<file path="config.mk">
export PLATFORM = sky130hd
export DESIGN_NAME = limp_supervisor
export DESIGN_NICKNAME = d
export VERILOG_FILES = /design/src/rtl/limp_pkg.sv /design/src/rtl/limp_range_check.sv /design/src/rtl/limp_oil_monitor.sv /design/src/rtl/limp_recovery.sv /design/src/rtl/limp_supervisor.sv
export SDC_FILE = /design/constraint.sdc
export NUM_CORES = 1
export LEC_CHECK = 0
export BUFFER_PORTS_ARGS = -buffer_cell sky130_fd_sc_hd__buf_2
export CAP_MARGIN = 40
export CORE_MARGIN = 3
export CORE_UTILIZATION = 44
export CTS_BUF_LIST = sky130_fd_sc_hd__clkbuf_4 sky130_fd_sc_hd__clkbuf_8 sky130_fd_sc_hd__clkbuf_16
export DETAILED_ROUTE_END_ITERATION = 10
export PLACE_DENSITY = 0.74
export RECOVER_POWER = 25
export REMOVE_ABC_BUFFERS = 1
export SYNTH_ARGS = -nofsm -noshare
export SYNTH_HDL_FRONTEND = slang
export SYNTH_SLANG_ARGS = --single-unit
</file>
<file path="constraint.sdc">
create_clock -name clk -period 19.3 [get_ports clk]
set_clock_uncertainty 0.2 [all_clocks]
set_input_delay 1.93 -clock clk [delete_from_list [all_inputs] [get_ports clk]]
set_output_delay 1.93 -clock clk [all_outputs]
set_load 0.005 [all_outputs]
</file>
<file path="src/rtl/limp_pkg.sv">
package limp_pkg;
   localparam int NUM_FAULTS = 7;
   localparam int NUM_SENS   = 5;
   localparam int FB_MAP  = 0;
   localparam int FB_TPS  = 1;
   localparam int FB_CLT  = 2;
   localparam int FB_IAT  = 3;
   localparam int FB_VBAT = 4;
   localparam int FB_EXP  = 5;
   localparam int FB_OIL  = 6;

   typedef enum logic [1:0] {
      OIL_OFF    = 2'b00,
      OIL_SWITCH = 2'b01,
      OIL_SENDER = 2'b10
   } oil_mode_e;
endpackage

</file>
<file path="src/rtl/limp_range_check.sv">
module limp_range_check #(
   parameter int W = 12
) (
   input  logic [W-1:0] value,
   input  logic [W-1:0] lo,
   input  logic [W-1:0] hi,
   output logic         bad
);
   // A sensor is healthy only inside the inclusive window [lo, hi].
   assign bad = (value < lo) || (value > hi);
endmodule

</file>
<file path="src/rtl/limp_oil_monitor.sv">
module limp_oil_monitor #(
   parameter int RPM_W   = 14,
   parameter int MV_W    = 13,
   parameter int PSI_W   = 8,
   parameter int TIME_W  = 16,
   parameter int RUN_RPM = 400,
   parameter int ZERO_MV = 500,
   parameter int SPAN_MV = 4000
) (
   input  logic              clk,
   input  logic              rst_n,
   input  logic              tick_ms,
   input  logic [RPM_W-1:0]  rpm,
   input  logic              oil_sw,
   input  logic [MV_W-1:0]   oil_mv,
   input  logic [1:0]        cfg_mode,
   input  logic              cfg_active_low,
   input  logic [PSI_W-1:0]  cfg_full_psi,
   input  logic [PSI_W-1:0]  cfg_min_psi,
   input  logic [TIME_W-1:0] cfg_start_ms,
   output logic              oil_fault
);
   import limp_pkg::*;

   localparam int PROD_W = MV_W + PSI_W + 2;

   if (SPAN_MV >= (1 << (MV_W + 1))) begin : g_bad_span
      $error("SPAN_MV does not fit the product width");
   end

   logic              running;
   logic              armed;
   logic [TIME_W-1:0] run_cnt;
   logic [TIME_W:0]   run_next;
   logic              low_press;
   logic [PROD_W-1:0] mv_ext;
   logic [PROD_W-1:0] lhs;
   logic [PROD_W-1:0] rhs;

   assign running  = rpm >= RPM_W'(RUN_RPM);
   assign run_next = {1'b0, run_cnt} + 1'b1;

   // Post-start delay: counts ticks while running, restarts below RUN_RPM.
   always_ff @(posedge clk) begin
      if (!rst_n || !running) begin
         run_cnt <= '0;
         armed   <= 1'b0;
      end else if (tick_ms && !armed) begin
         if (run_next >= {1'b0, cfg_start_ms}) armed   <= 1'b1;
         else                                  run_cnt <= run_next[TIME_W-1:0];
      end
   end

   // Sender compare without division: (mv-zero)*full < min*span.
   assign mv_ext = PROD_W'(oil_mv);
   assign lhs    = (mv_ext - PROD_W'(ZERO_MV)) * PROD_W'(cfg_full_psi);
   assign rhs    = PROD_W'(cfg_min_psi) * PROD_W'(SPAN_MV);

   always_comb begin
      case (oil_mode_e'(cfg_mode))
         OIL_SWITCH: low_press = cfg_active_low ? ~oil_sw : oil_sw;
         OIL_SENDER: begin
            if (mv_ext < PROD_W'(ZERO_MV)) low_press = (cfg_min_psi != '0);
            else                           low_press = lhs < rhs;
         end
         default:    low_press = 1'b0;
      endcase
   end

   assign oil_fault = armed && running && low_press;

   // arming only happens while the engine runs
   assert_arm_running_R5: assert property (@(posedge clk) disable iff (!rst_n)
      $rose(armed) |-> $past(rpm >= RPM_W'(RUN_RPM)));
   // a low speed always disarms the delay
   assert_slow_disarms_R5: assert property (@(posedge clk) disable iff (!rst_n)
      (rpm < RPM_W'(RUN_RPM)) |=> !armed);
endmodule

</file>
<file path="src/rtl/limp_recovery.sv">
module limp_recovery #(
   parameter int TIME_W = 16
) (
   input  logic              clk,
   input  logic              rst_n,
   input  logic              tick_ms,
   input  logic              fault_any,
   input  logic [TIME_W-1:0] cfg_recover_ms,
   output logic              limp
);
   logic [TIME_W-1:0] hold_cnt;
   logic [TIME_W:0]   hold_next;

   assign hold_next = {1'b0, hold_cnt} + 1'b1;

   always_ff @(posedge clk) begin
      if (!rst_n) begin
         limp     <= 1'b0;
         hold_cnt <= '0;
      end else if (fault_any) begin
         limp     <= 1'b1;
         hold_cnt <= '0;
      end else if (limp && tick_ms) begin
         if (hold_next >= {1'b0, cfg_recover_ms}) begin
            limp     <= 1'b0;
            hold_cnt <= '0;
         end else begin
            hold_cnt <= hold_next[TIME_W-1:0];
         end
      end
   end

   // exit only on a tick of an all-clear cycle
   assert_exit_on_clear_tick_R9: assert property (@(posedge clk) disable iff (!rst_n)
      $fell(limp) |-> $past(!fault_any && tick_ms));
   // a fault restarts the hold count and keeps limp
   assert_fault_restarts_hold_R9: assert property (@(posedge clk) disable iff (!rst_n)
      fault_any |=> (limp && hold_cnt == '0));
endmodule

</file>
<file path="src/rtl/limp_supervisor.sv">
module limp_supervisor #(
   parameter int SENS_W  = 12,
   parameter int RPM_W   = 14,
   parameter int MV_W    = 13,
   parameter int PSI_W   = 8,
   parameter int TIME_W  = 16,
   parameter int ADV_W   = 8,
   parameter int RUN_RPM = 400,
   parameter int ZERO_MV = 500,
   parameter int SPAN_MV = 4000
) (
   input  logic                    clk,
   input  logic                    rst_n,
   input  logic                    tick_ms,
   input  logic [SENS_W-1:0]       map_val,
   input  logic [SENS_W-1:0]       tps_val,
   input  logic [SENS_W-1:0]       clt_val,
   input  logic [SENS_W-1:0]       iat_val,
   input  logic [SENS_W-1:0]       vbat_val,
   input  logic [RPM_W-1:0]        rpm,
   input  logic                    expander_fault,
   input  logic                    oil_sw,
   input  logic [MV_W-1:0]         oil_mv,
   input  logic [SENS_W-1:0]       cfg_map_min,
   input  logic [SENS_W-1:0]       cfg_map_max,
   input  logic [SENS_W-1:0]       cfg_tps_min,
   input  logic [SENS_W-1:0]       cfg_tps_max,
   input  logic [SENS_W-1:0]       cfg_clt_max,
   input  logic [SENS_W-1:0]       cfg_iat_max,
   input  logic [SENS_W-1:0]       cfg_vbat_min,
   input  logic [1:0]              cfg_oil_mode,
   input  logic                    cfg_oil_active_low,
   input  logic [PSI_W-1:0]        cfg_oil_full_psi,
   input  logic [PSI_W-1:0]        cfg_oil_min_psi,
   input  logic [TIME_W-1:0]       cfg_start_ms,
   input  logic [TIME_W-1:0]       cfg_recover_ms,
   input  logic [RPM_W-1:0]        cfg_limp_rev,
   input  logic signed [ADV_W-1:0] cfg_adv_cap,
   input  logic [RPM_W-1:0]        req_rev,
   input  logic signed [ADV_W-1:0] req_adv,
   output logic [6:0]              fault_mask,
   output logic                    limp_active,
   output logic [RPM_W-1:0]        rev_limit,
   output logic signed [ADV_W-1:0] adv_limit,
   output logic                    gear_lock,
   output logic                    tcc_release,
   output logic                    warn_lamp
);
   import limp_pkg::*;

   if (SENS_W < 2)                  begin : g_bad_sens $error("SENS_W too small"); end
   if (RUN_RPM >= (1 << RPM_W))     begin : g_bad_rpm  $error("RPM_W cannot hold RUN_RPM"); end
   if (ZERO_MV >= (1 << MV_W))      begin : g_bad_mv   $error("MV_W cannot hold ZERO_MV"); end
   if (ADV_W < 2 || TIME_W < 2)     begin : g_bad_misc $error("ADV_W/TIME_W too small"); end

   logic [SENS_W-1:0]     s_val [NUM_SENS];
   logic [SENS_W-1:0]     s_lo  [NUM_SENS];
   logic [SENS_W-1:0]     s_hi  [NUM_SENS];
   logic [NUM_SENS-1:0]   sens_bad;
   logic                  oil_bad;
   logic [NUM_FAULTS-1:0] fault_now;

   // Ceiling-only sensors use a floor of zero; floor-only use all ones.
   assign s_val[FB_MAP]  = map_val;   assign s_lo[FB_MAP]  = cfg_map_min;  assign s_hi[FB_MAP]  = cfg_map_max;
   assign s_val[FB_TPS]  = tps_val;   assign s_lo[FB_TPS]  = cfg_tps_min;  assign s_hi[FB_TPS]  = cfg_tps_max;
   assign s_val[FB_CLT]  = clt_val;   assign s_lo[FB_CLT]  = '0;           assign s_hi[FB_CLT]  = cfg_clt_max;
   assign s_val[FB_IAT]  = iat_val;   assign s_lo[FB_IAT]  = '0;           assign s_hi[FB_IAT]  = cfg_iat_max;
   assign s_val[FB_VBAT] = vbat_val;  assign s_lo[FB_VBAT] = cfg_vbat_min; assign s_hi[FB_VBAT] = '1;

   for (genvar i = 0; i < NUM_SENS; i++) begin : g_sens
      limp_range_check #(.W(SENS_W)) u_chk (
         .value (s_val[i]),
         .lo    (s_lo[i]),
         .hi    (s_hi[i]),
         .bad   (sens_bad[i])
      );
   end

   limp_oil_monitor #(
      .RPM_W(RPM_W), .MV_W(MV_W), .PSI_W(PSI_W), .TIME_W(TIME_W),
      .RUN_RPM(RUN_RPM), .ZERO_MV(ZERO_MV), .SPAN_MV(SPAN_MV)
   ) u_oil (
      .clk            (clk),
      .rst_n          (rst_n),
      .tick_ms        (tick_ms),
      .rpm            (rpm),
      .oil_sw         (oil_sw),
      .oil_mv         (oil_mv),
      .cfg_mode       (cfg_oil_mode),
      .cfg_active_low (cfg_oil_active_low),
      .cfg_full_psi   (cfg_oil_full_psi),
      .cfg_min_psi    (cfg_oil_min_psi),
      .cfg_start_ms   (cfg_start_ms),
      .oil_fault      (oil_bad)
   );

   assign fault_now = {oil_bad, expander_fault, sens_bad};

   always_ff @(posedge clk) begin
      if (!rst_n) fault_mask <= '0;
      else        fault_mask <= fault_now;
   end

   limp_recovery #(.TIME_W(TIME_W)) u_rec (
      .clk            (clk),
      .rst_n          (rst_n),
      .tick_ms        (tick_ms),
      .fault_any      (|fault_now),
      .cfg_recover_ms (cfg_recover_ms),
      .limp           (limp_active)
   );

   always_comb begin
      if (limp_active) begin
         rev_limit = cfg_limp_rev;
         adv_limit = (req_adv > cfg_adv_cap) ? cfg_adv_cap : req_adv;
      end else begin
         rev_limit = req_rev;
         adv_limit = req_adv;
      end
   end

   assign gear_lock   = limp_active;
   assign tcc_release = limp_active;
   assign warn_lamp   = limp_active;

   // a visible fault always comes with limp
   assert_fault_implies_limp_R8: assert property (@(posedge clk) disable iff (!rst_n)
      (|fault_mask) |-> limp_active);
   // manifold bit is backed by an out-of-window sample
   assert_map_window_R2: assert property (@(posedge clk) disable iff (!rst_n)
      fault_mask[FB_MAP] |-> $past(map_val < cfg_map_min || map_val > cfg_map_max));
   // advance never exceeds the cap in limp
   assert_adv_capped_R10: assert property (@(posedge clk) disable iff (!rst_n)
      limp_active |-> (adv_limit <= cfg_adv_cap));
endmodule

</file>
### Word-level counts from Yosys, hierarchy flattened

Index checks and enable logic that the tools add are counted.

| storage, ports and cells | value |
|---|---|
| word-level logic and storage cells | 62 |
| input bits | 271 |
| memories | 0 |
| bits in latches | 0 |
| output and inout bits | 33 |
| memory bits (writable) | 0 |
| flip-flop bits (word level) | 41 |
| bits in read-only memories | 0 |

| operators by class | value |
|---|---|
| multiplexer cells | 10 |
| multiply operators | 2 |
| divide/modulo/power cells | 0 |
| reductions and logical operators | 21 |
| $lt $le $gt $ge | 16 |
| shift-type cells | 0 |
| bitwise gates (word level) | 3 |
| $add $sub $neg | 3 |
| equal/unequal tests | 2 |

Operators by type and width:

| cell | number |
|---|---|
| $gt 12x12->1 | 4 |
| $lt 12x12->1 | 3 |
| $add 16x1->17 const B | 2 |
| $ge 17x16->1 | 2 |
| $lt 12x1->1 const B | 2 |
| $lt 23x20->1 | 1 |
| $mul 23x8->23 | 1 |
| $mux 16 | 1 |
| $mux 8 | 2 |
| $mul 8x7->15 const B | 1 |
| $ge 14x9->1 const B | 1 |
| $mux 14 | 1 |
| $sub 13x9->14 const B | 1 |
| $lt 13x9->1 const B | 1 |
| $gt 12x12->1 const B | 1 |
| $gt 8x8->1 | 1 |
| $reduce_bool 8->1 | 1 |
| $reduce_or 8->1 | 1 |
| $reduce_or 7->1 | 1 |
| $logic_or 1x1->1 | 6 |
| $reduce_and 2->1 | 3 |
| $mux 1 | 5 |
| $logic_and 1x1->1 | 4 |
| $reduce_bool 2->1 | 2 |
| other kinds (5) | 9 |

### Longest topological paths before layout

Gate-level depths: netlist of the first run.

| logic depth | value |
|---|---|
| depth after elaboration | 9 |
| mapped depth | 32 |
| mapped depth without buffers | 30 |

### Hierarchy

A second synthesis of the first run with hierarchy kept.

| unflattened totals | value |
|---|---|
| cell total of the unflattened synthesis | 1597 |
| area, all modules | 12929.9 sq um |

By module, submodules not included:

| module | sequential area each (sq um) | instances | area each (sq um) | cells each |
|---|---|---|---|---|
| limp_oil_monitor | 340.3 | 1 | 7563.5 | 903 |
| limp_range_check | 0.0 | 5 | 590.6 | 83 |
| limp_recovery | 340.3 | 1 | 1545.2 | 181 |
| limp_supervisor | 140.1 | 1 | 868.3 | 98 |

### Least setup slack after synthesis of the first run

OpenSTA, ideal clock, no wires.

| timing path | value |
|---|---|
| kind | input port to flip-flop |
| start point | in oil_mv[2] |
| end point | reg u_rec.hold_cnt[0] |
| cell stages on the path | 31 |
| arrival time | 8591 ps |
| setup slack | 10395 ps |
| library setup time | 114 ps |
| buffers on the path | 2 |
| data required time | 18986 ps |
| cells stage by stage | clkbuf_1 -> inv_1 -> ha_1 -> nor2_1 -> a21oi_1 -> xor2_1 -> nand2_1 -> fa_1 -> inv_1 -> fa_1 -> fa_1 -> inv_1 -> fa_1 -> inv_1 -> ha_1 -> nand4_1 -> o31ai_1 -> nor4_1 -> o41ai_2 -> a21boi_0 -> xnor2_1 -> ha_1 -> nand2_1 -> o21ai_0 -> a2111oi_0 -> a21oi_1 -> a21oi_1 -> o211a_2 -> a2111o_1 -> buf_6 -> nor2_1 |

| on the way | value |
|---|---|
| cells in the longest elaborated chain, start to end | 7 |
| elaborated cells between the ends (all ways) | 8 |
| classes of those cells | add/sub: 1; mul: 1; order compare: 2; mux: 2; reduce/logical: 2 |

Ends and longest elaborated chain:

| what | RTL line | text |
|---|---|---|
| start, declared | limp_supervisor.sv:23 | `input logic [MV_W-1:0] oil_mv,` |
| $sub 13x9->14 | limp_oil_monitor.sv:56 | `assign lhs = (mv_ext - PROD_W'(ZERO_MV)) * PROD_W'(cfg_full_psi);` |
| $mul 23x8->23 | limp_oil_monitor.sv:56 |  |
| $lt 23x20->1 | limp_oil_monitor.sv:64 | `else low_press = lhs < rhs;` |
| $mux 1 (*) | limp_oil_monitor.sv:63 | `if (mv_ext < PROD_W'(ZERO_MV)) low_press = (cfg_min_psi != '0);` |
| $pmux 1 s2 (*) | limp_oil_monitor.sv:60 | `case (oil_mode_e'(cfg_mode))` |
| $logic_and 1x1->1 (*) | limp_oil_monitor.sv:70 | `assign oil_fault = armed && running && low_press;` |
| $reduce_or 8->1 (no source line) (*) | -- |  |
| end signal, assigned | limp_recovery.sv:28 | `hold_cnt <= hold_next[TIME_W-1:0];` |
| end, declared | limp_recovery.sv:11 | `logic [TIME_W-1:0] hold_cnt;` |

Mark *: on every way between the ends. The rest lies on a longest branch, timed or not.
A chain may end at the register's enable or synchronous reset.

### Final worst setup path of the first run

| timing path | value |
|---|---|
| start point | in oil_mv[2] |
| end point | reg u_rec.hold_cnt[3] |

The elaborated chain is that of the path after synthesis.

==> results.cfg, run 1 <==
[grt]
antenna_found_initial = 0
grt_pass1_wl_mm = 50.2
grt_pass1_vias = 10706
grt_start_max_net_pins = 23
grt_overflow = 0
grt_usage_pct = 21.2

[setup_path]
crit_type = in2reg
path_buf_inv = 5
crit_path_end_kind = flip-flop
r2r_start = u_oil.run_cnt[0]
r2r_slack_ns = 14.62
crit_required_ns = 19.24
reg2reg_depth = 15
rr_endpoint = u_oil.run_cnt[14]
slowest_stage = a2111o_1
worstPathMaxFanout = 16
slowest_delay_ns = 0.61
cp.arrival_ns = 9.91
crit_family = adder cells
start_kind = input pin

[final_layout]
antenna_cells = 0
nets = 2258
fin_util_pct = 52.8
nFillCells = 2382
multi_input_area_um2 = 9330
drive_gt1_share_pct = 21.0
layout-area-overhead-vs-synth_pct = 17.8
seqCellArea_um2 = 821

[yosys]
yosysSeqAreaShare_pct = 7.25
synthArstFlopShare_pct = 0
synth_edf_count = 0
netlist_instances = 1377
ys_ff_latch = 41
syn-cell-area_um2 = 11300
yosysUniqueCellTypes = 64
yosys_warnings = 0
avgSynthCellArea_um2 = 8.22
synth-main-ff-cell = dfxtp_1

[floorplan]
dieWidth_um = 166
io_pins = 304
start_util_pct = 44.8
dieArea_um2 = 27700
rows = 58
core_area_um2 = 25300
die_h_um = 166

[cts]
cts_tree = yes
numCtsBuffers = 5
clk_pin_slew_ns = 0.06
clock_sinks = 41
postCtsHoldBufs = 0
insertion_delay_ns = 0.28
clk_path_buf_depth = 2
postCtsSetupBuffers = 0
h-tree-depth = 2
post_cts_resized = 0
cts_root_buf = clkbuf_16

[timing]
tns_ns = 0
finalSetupViolCount = 0
period_minus_slack_ns = 9.97
final_hold_viol_count = 0
finalCritPeriodShare_pct = 51.7
slew_violations = 0
rsz0062_at_grt = false
worst_pin_slew_ns = 0.957
max_slew_margin_pct = 36.1
fmax_ghz = 0.100

[hold_path]
hp-class = reg2reg
hold_depth = 2
worstHoldEndpoint = u_rec.hold_cnt[15]
hp-start = u_rec.hold_cnt[15]

[route]
drtIter0Drc = 410
post_drt_wl_per_cell_um = 14.7
finalWirelength_mm = 29.3
ant_nets = 0
drc = 0
vias_per_cell = 5.12
vias = 10216
top_layer_used = met4
drt-pass1-iter-count = 5
dr_wl_met3_mm = 1.24
wl_met1_mm = 12.4
wl_met2_mm = 14.8

[flow_run]
maxCapViolations = 0

[power_and_ir_drop]
p_per_area_nw_per_um2 = 87.0
vdd.ir_drop.worst_mv = 0.102
leakagePower_nw = 7.07

[place]
hpwl_mm = 25.9
placement.io_buffers = 299
gp_congestion = 0.905

[outcome]
outcome = complete, no violations
## logic make-up (layout without fill, tap and decap cells)
kind of cell / after synthesis / count (layout) / synth area share, %
simple gates: 376 / 376 / 17.7
xor+xnor: 82 / 82 / 6.34
fa+ha+maj: 323 / 323 / 43.3
flops: 41 / 41 / 7.25
mux: 24 / 24 / 2.37
compound gates: 222 / 222 / 12.6
buf+inv: 309 / 597 / 10.4
## report_power, final
group / internal [mW] / leakage, nW / switching (mW)
clock network: 0.0738 / 0.0938 / 0.0329
logic: 0.432 / 6.65 / 0.534
registers: 0.0864 / 0.333 / 0.00184
## per-stage QoR
step	area [um^2]	hold slack [ns]	total power, mW	cells	setup slack [ns]
floorplan	11200	0.266	0.831	1355	10.64
global placement	13200	0.284	1.02	1986	9.21
detailed placement	13200	0.294	1.05	1987	9.11
CTS	13300	0.304	1.17	1995	9.38
global route	13300	0.330	1.33	1995	8.84
finish	13300	0.301	1.16	1995	9.33
## cell usage after synthesis, types with 7 or more instances
library cell	count	share of area (%)
fa_1	115	20
and2_1	53	2.9
dfxtp_1	41	7.3
nor2_1	53	1.8
clkbuf_1	17	0.56
xor2_1	42	3.2
nand3b_1	9	0.60
nand3_1	20	0.88
mux2_2	22	2.2
nand2_1	89	3.0
nor3_1	21	0.93
nand4_1	34	1.9
nand2b_1	10	0.55
and3_1	8	0.44
inv_1	287	9.5
xnor2_1	40	3.1
a21o_1	7	0.46
a211oi_1	7	0.46
nor2b_1	44	2.4
a21oi_1	70	3.1
nor3b_1	7	0.46
o21bai_1	7	0.46
o21a_1	15	0.99
ha_1	208	23
o21ai_0	51	2.3
## metal layers
metal	global-route usage [%]	vias to the layer above
met4	4.81	0
met2	39.1	241
met1	26.8	4815
met5	0	-
met3	2.17	34
li1	-	5126
## worst register-to-register path, delay by kind of cell, from the launching register on
family	cells	cell delay, ns
AND/OR/NAND/NOR	6	2.10
AO/OA/AOI/OAI	4	0.65
adder cells (fa/ha/maj)	2	0.54
flip-flops	1	0.44
XOR/XNOR	2	0.33
buffers and inverters	1	0.30
## state kept, by name, indices dropped and copies added (netlist names)
signal and count:
u_oil.run_cnt 16, fault_mask 7, u_rec.hold_cnt 16, u_oil.armed 1, u_rec.limp 1
## cell type report
class,instances,area share [%]
clock buffer,5,0.938
tap,330,3.10
multi-input combinational,1027,69.9
timing repair buffer,302,11.3
clock inverter,3,0.488
inverter,287,8.08
sequential,41,6.15
## worst max path at each step
stage | startpoint | endpoint | slack, ns | cells after the start
final | oil_mv[2] | u_rec.hold_cnt[3] | 9.33 | 30
after global placement | oil_mv[2] | u_rec.hold_cnt[1] | 9.21 | 30
after detailed placement | oil_mv[2] | u_rec.hold_cnt[3] | 9.11 | 30
after CTS | oil_mv[2] | u_rec.hold_cnt[5] | 9.38 | 30
after floorplan | oil_mv[2] | u_rec.hold_cnt[0] | 10.64 | 29
after global routing | oil_mv[2] | u_rec.hold_cnt[5] | 8.84 | 30
## placed cells by master, fill, tap and decap left out, types with 7 or more instances in the layout
| cell type | count |
|---|---|
| a211oi_1 | 7 |
| a21o_1 | 7 |
| a21oi_1 | 70 |
| and2_1 | 49 |
| and3_1 | 8 |
| buf_2 | 294 |
| dfxtp_1 | 41 |
| fa_1 | 115 |
| ha_1 | 208 |
| inv_1 | 287 |
| mux2_2 | 22 |
| nand2_1 | 89 |
| nand2b_1 | 10 |
| nand3_1 | 20 |
| nand3b_1 | 9 |
| nand4_1 | 34 |
| nor2_1 | 53 |
| nor2b_1 | 44 |
| nor3_1 | 21 |
| nor3b_1 | 7 |
| o21a_1 | 15 |
| o21ai_0 | 51 |
| o21bai_1 | 7 |
| xnor2_1 | 40 |
| xor2_1 | 42 |
Power figures use the tool's default switching activity.
==> inputs of run 2 (changes only) <==
==> constraint.sdc (replaced) <==
create_clock -name clk -period 9.9 [get_ports clk]
set_clock_uncertainty 0.2 [all_clocks]
set_input_delay 0.99 -clock clk [delete_from_list [all_inputs] [get_ports clk]]
set_output_delay 0.99 -clock clk [all_outputs]
set_load 0.005 [all_outputs]
==> results.cfg, run 2 (synthesis gave the netlist of run 1 again) <==
[outcome]
outcome = complete, no violations

[grt]
antenna_found_initial = 1
grt_pass1_vias = 10748
grt_usage_pct = 21.2
grt_overflow = 0
grt_pass1_wl_mm = 50.0
grt_start_max_net_pins = 23

[timing]
worst_pin_slew_ns = 1.02
tns_ns = 0
finalCritPeriodShare_pct = 90.8
period_minus_slack_ns = 8.98
max_slew_margin_pct = 30.2
final_hold_viol_count = 0
slew_violations = 0
setup_ws_ns = 0.916
finalSetupViolCount = 0
fmax_ghz = 0.111
rsz0062_at_grt = false

[final_layout]
reg_top3 = u_oil.run_cnt x16, u_rec.hold_cnt x16, fault_mask x7
nets = 2260
drive_gt1_share_pct = 21.1
nFillCells = 2368
layout-area-overhead-vs-synth_pct = 18.0
layout_commonest_cell = buf_2
layout_common_cells = buf_2, inv_1, ha_1
fin_area_um2 = 13400
finalNonFillerCells = 1998

[cts]
cts_tree = yes
postCtsHoldBufs = 0
clk_path_buf_depth = 2
cts_root_buf = clkbuf_16
h-tree-depth = 2
clk_pin_slew_ns = 0.06
clock_sinks = 41
post_cts_resized = 0
insertion_delay_ns = 0.29
numCtsBuffers = 5
postCtsSetupBuffers = 0

[setup_path]
crit_path_end_kind = flip-flop
slowest_delay_ns = 0.59
crit_required_ns = 9.84
worstPathMaxFanout = 16
start_kind = input pin
slowest_stage = a2111o_1
cp.arrival_ns = 8.92
crit_type = in2reg

[floorplan]
rows = 58
dieArea_um2 = 27700
dieWidth_um = 166
core_area_um2 = 25300
io_pins = 304
die_h_um = 166
start_util_pct = 44.8

[power_and_ir_drop]
vdd.ir_drop.worst_mv = 0.181
p_per_area_nw_per_um2 = 169
leakagePower_nw = 7.08
power_mw = 2.25

[place]
placement.io_buffers = 299
place_inst = 1988
pre_cts_ws_ns = 0.768
gp_congestion = 0.887
hpwl_mm = 26.2
placed_area_um2 = 13200

[route]
vias = 10336
finalWirelength_mm = 29.8
post_drt_wl_per_cell_um = 14.9
drc = 0
drtIter0Drc = 380
vias_per_cell = 5.17
drt-pass1-iter-count = 6
ant_nets = 0

[hold_path]
hp-class = reg2reg

[flow_run]
maxCapViolations = 0
==> run 2: cell count changes in the layout (fill, tap and decap cells not counted), sizes merged <==
| cell | delta |
|---|---|
| buf | +2 |
| diode | +1 |
==> run 2: per-layer routing <==
metal | up-vias | wire length (um) | part of all wire (%) | global-route usage (%)
li1 | 5131 | - | - | -
met1 | 4874 | 12300 | 41 | 25.5
met2 | 282 | 14900 | 50 | 38.8
met3 | 49 | 1430 | 4.8 | 2.52
met4 | 0 | 1210 | 4.1 | 7.89
met5 | - | 0 | 0 | 0
==> run 2: worst max-delay path: cells and delay by family <==
family | cells | cell delay (ns)
and+or+nand+nor | 5 | 0.70
adders and majority gates | 7 | 3.05
AOI/OAI and AO/OA | 11 | 3.00
xor gates and xnor gates | 2 | 0.70
buffers and inverters | 5 | 0.46
==> run 2: final timing paths <==
kind	slack, ns	end	depth (start not counted)	start
worst min register to register	0.30	u_rec.hold_cnt[15]	2	u_rec.hold_cnt[15]
worst max-delay path	0.92	u_rec.hold_cnt[13]	30	oil_mv[2]
worst max register to register	5.39	u_oil.run_cnt[14]	15	u_oil.run_cnt[0]
worst min-delay path	0.30	u_rec.hold_cnt[15]	2	u_rec.hold_cnt[15]
==> run 2: where the power goes <==
part           switching, mW  total, mW  internal [mW]
sequential           0.00363      0.172          0.168
combinational           1.03       1.87          0.841
clock                 0.0673      0.211          0.144
total                   1.10       2.25           1.15
==> run 2: per-stage QoR <==
stage,hold slack [ns],utilization (%)
2_1_floorplan,0.266,-
3_3_place_gp,0.286,52.1
3_5_place_dp,0.293,52.1
4_1_cts,0.302,52.9
5_1_grt,0.330,52.9
6_report,0.299,52.9
==> run 2: final cells by class <==
type / instances / area, um^2 / area share [%]
multi-input cells: 1027 / 9330 / 69.8
clock buffers: 5 / 125 / 0.937
clock inverters: 3 / 65.1 / 0.487
well taps: 330 / 413 / 3.09
diodes: 1 / 2.50 / 0.0187
inverters: 287 / 1080 / 8.06
repair buffers: 304 / 1530 / 11.4
flip-flops and latches: 41 / 821 / 6.14
==> inputs of run 3 (changes only) <==
--- a/config.mk
+++ b/config.mk
@@ -7,11 +7,13 @@
 export LEC_CHECK = 0
 export BUFFER_PORTS_ARGS = -buffer_cell sky130_fd_sc_hd__buf_2
 export CAP_MARGIN = 40
+export CELL_PAD_IN_SITES_DETAIL_PLACEMENT = 1
+export CELL_PAD_IN_SITES_GLOBAL_PLACEMENT = 1
 export CORE_MARGIN = 3
-export CORE_UTILIZATION = 44
+export CORE_UTILIZATION = 41
 export CTS_BUF_LIST = sky130_fd_sc_hd__clkbuf_4 sky130_fd_sc_hd__clkbuf_8 sky130_fd_sc_hd__clkbuf_16
 export DETAILED_ROUTE_END_ITERATION = 10
-export PLACE_DENSITY = 0.74
+export PLACE_DENSITY = 0.9
 export RECOVER_POWER = 25
 export REMOVE_ABC_BUFFERS = 1
 export SYNTH_ARGS = -nofsm -noshare
==> results.cfg, run 3 (synthesis gave the netlist of run 1 again) <==
[outcome]
outcome = complete, no violations

[cts]
postCtsHoldBufs = 0
h-tree-depth = 2
insertion_delay_ns = 0.29
post_cts_resized = 0
clock_sinks = 41
clk_path_buf_depth = 2
numCtsBuffers = 5
postCtsSetupBuffers = 0
cts_tree = yes
clk_pin_slew_ns = 0.07
cts_root_buf = clkbuf_16

[final_layout]
drive_gt1_share_pct = 20.7
layout-area-overhead-vs-synth_pct = 17.7
fin_util_pct = 49.3
seqCellArea_um2 = 821
nFillCells = 3404
multi_input_area_um2 = 9330
nets = 2260
layout_common_cells = inv_1, buf_2, ha_1
layout_commonest_cell = inv_1
reg_top3 = u_oil.run_cnt x16, u_rec.hold_cnt x16, fault_mask x7

[grt]
grt_overflow = 0
grt_start_max_net_pins = 22
antenna_found_initial = 4
grt_pass1_wl_mm = 57.5
grt_pass1_vias = 11910
grt_usage_pct = 24.1

[setup_path]
slowest_delay_ns = 0.61
start_kind = input pin
crit_type = in2reg
crit_required_ns = 9.85
cp.arrival_ns = 9.23
reg2reg_depth = 14
crit_path_end_kind = flip-flop
worstPathMaxFanout = 16
slowest_stage = a2111o_1

[route]
vias_per_cell = 5.39
drt-pass1-iter-count = 4
post_drt_wl_per_cell_um = 18.3
vias = 10824
drc = 0
drtIter0Drc = 355
finalWirelength_mm = 36.8
ant_nets = 0

[timing]
final_hold_viol_count = 0
period_minus_slack_ns = 9.28
tns_ns = 0
fmax_ghz = 0.108
finalSetupViolCount = 0
worst_pin_slew_ns = 1.31
rsz0062_at_grt = false
max_slew_margin_pct = 12.4
finalCritPeriodShare_pct = 93.7
slew_violations = 0

[floorplan]
core_area_um2 = 27000
io_pins = 304
rows = 60
die_h_um = 172
start_util_pct = 41.9
dieArea_um2 = 29600
dieWidth_um = 172

[hold_path]
hold_depth = 2
hp-class = reg2reg

[power_and_ir_drop]
leakagePower_nw = 7.04
p_per_area_nw_per_um2 = 175
vdd.ir_drop.worst_mv = 0.190

[place]
gp_congestion = 0.854
hpwl_mm = 32.5
placement.io_buffers = 299

[flow_run]
maxCapViolations = 0
run 3: layout make-up:
cell class / count / share of cell area, %
antenna: 2 / 0.0376
clock buffer: 5 / 0.939
inverter: 287 / 8.09
multi-input combinational: 1027 / 70.1
tap: 341 / 3.20
clock inverter: 3 / 0.132
timing repair buffer: 304 / 11.4
sequential: 41 / 6.16
run 3: path summary, 6_finish.rpt:
kind / start / end / slack [ns]
worst max-delay path: oil_mv[2] / u_rec.hold_cnt[5] / 0.62
worst min-delay path: u_rec.hold_cnt[15] / u_rec.hold_cnt[15] / 0.29
worst max register to register: u_rec.hold_cnt[0] / u_rec.hold_cnt[7] / 5.16
worst min register to register: u_rec.hold_cnt[15] / u_rec.hold_cnt[15] / 0.29
run 3: critical path, delay by kind of cell:
family	cells	cell delay (ns)
xor+xnor	2	0.69
buf+inv	5	0.48
fa+ha+maj	7	3.09
compound gates	10	3.14
simple gates	6	0.85
run 3: routing by layer:
| metal | track usage, % | vias up | share of wire (%) |
|---|---|---|---|
| met1 | 26.4 | 5252 | 38 |
| met5 | 0 | - | 0 |
| met2 | 46.6 | 334 | 53 |
| li1 | - | 5136 | - |
| met3 | 3.11 | 102 | 4.9 |
| met4 | 10.0 | 0 | 4.4 |
run 3: stage by stage:
step	hold WS, ns	instance area [um^2]	total power, mW	std cells	setup slack, ns
2_1_floorplan	0.266	11200	1.62	1355	2.18
3_5_place_dp	0.287	13200	2.16	2000	0.425
3_3_place_gp	0.275	13200	2.00	2000	0.748
4_1_cts	0.295	13300	2.34	2008	0.718
6_report	0.295	13300	2.33	2010	0.623
5_1_grt	0.317	13300	2.62	2009	0.164
run 3: report_power, final:
part	internal (mW)	switching (mW)
sequential	0.168	0.00224
combinational	0.859	1.14
clock	0.0927	0.0727
total	1.12	1.21
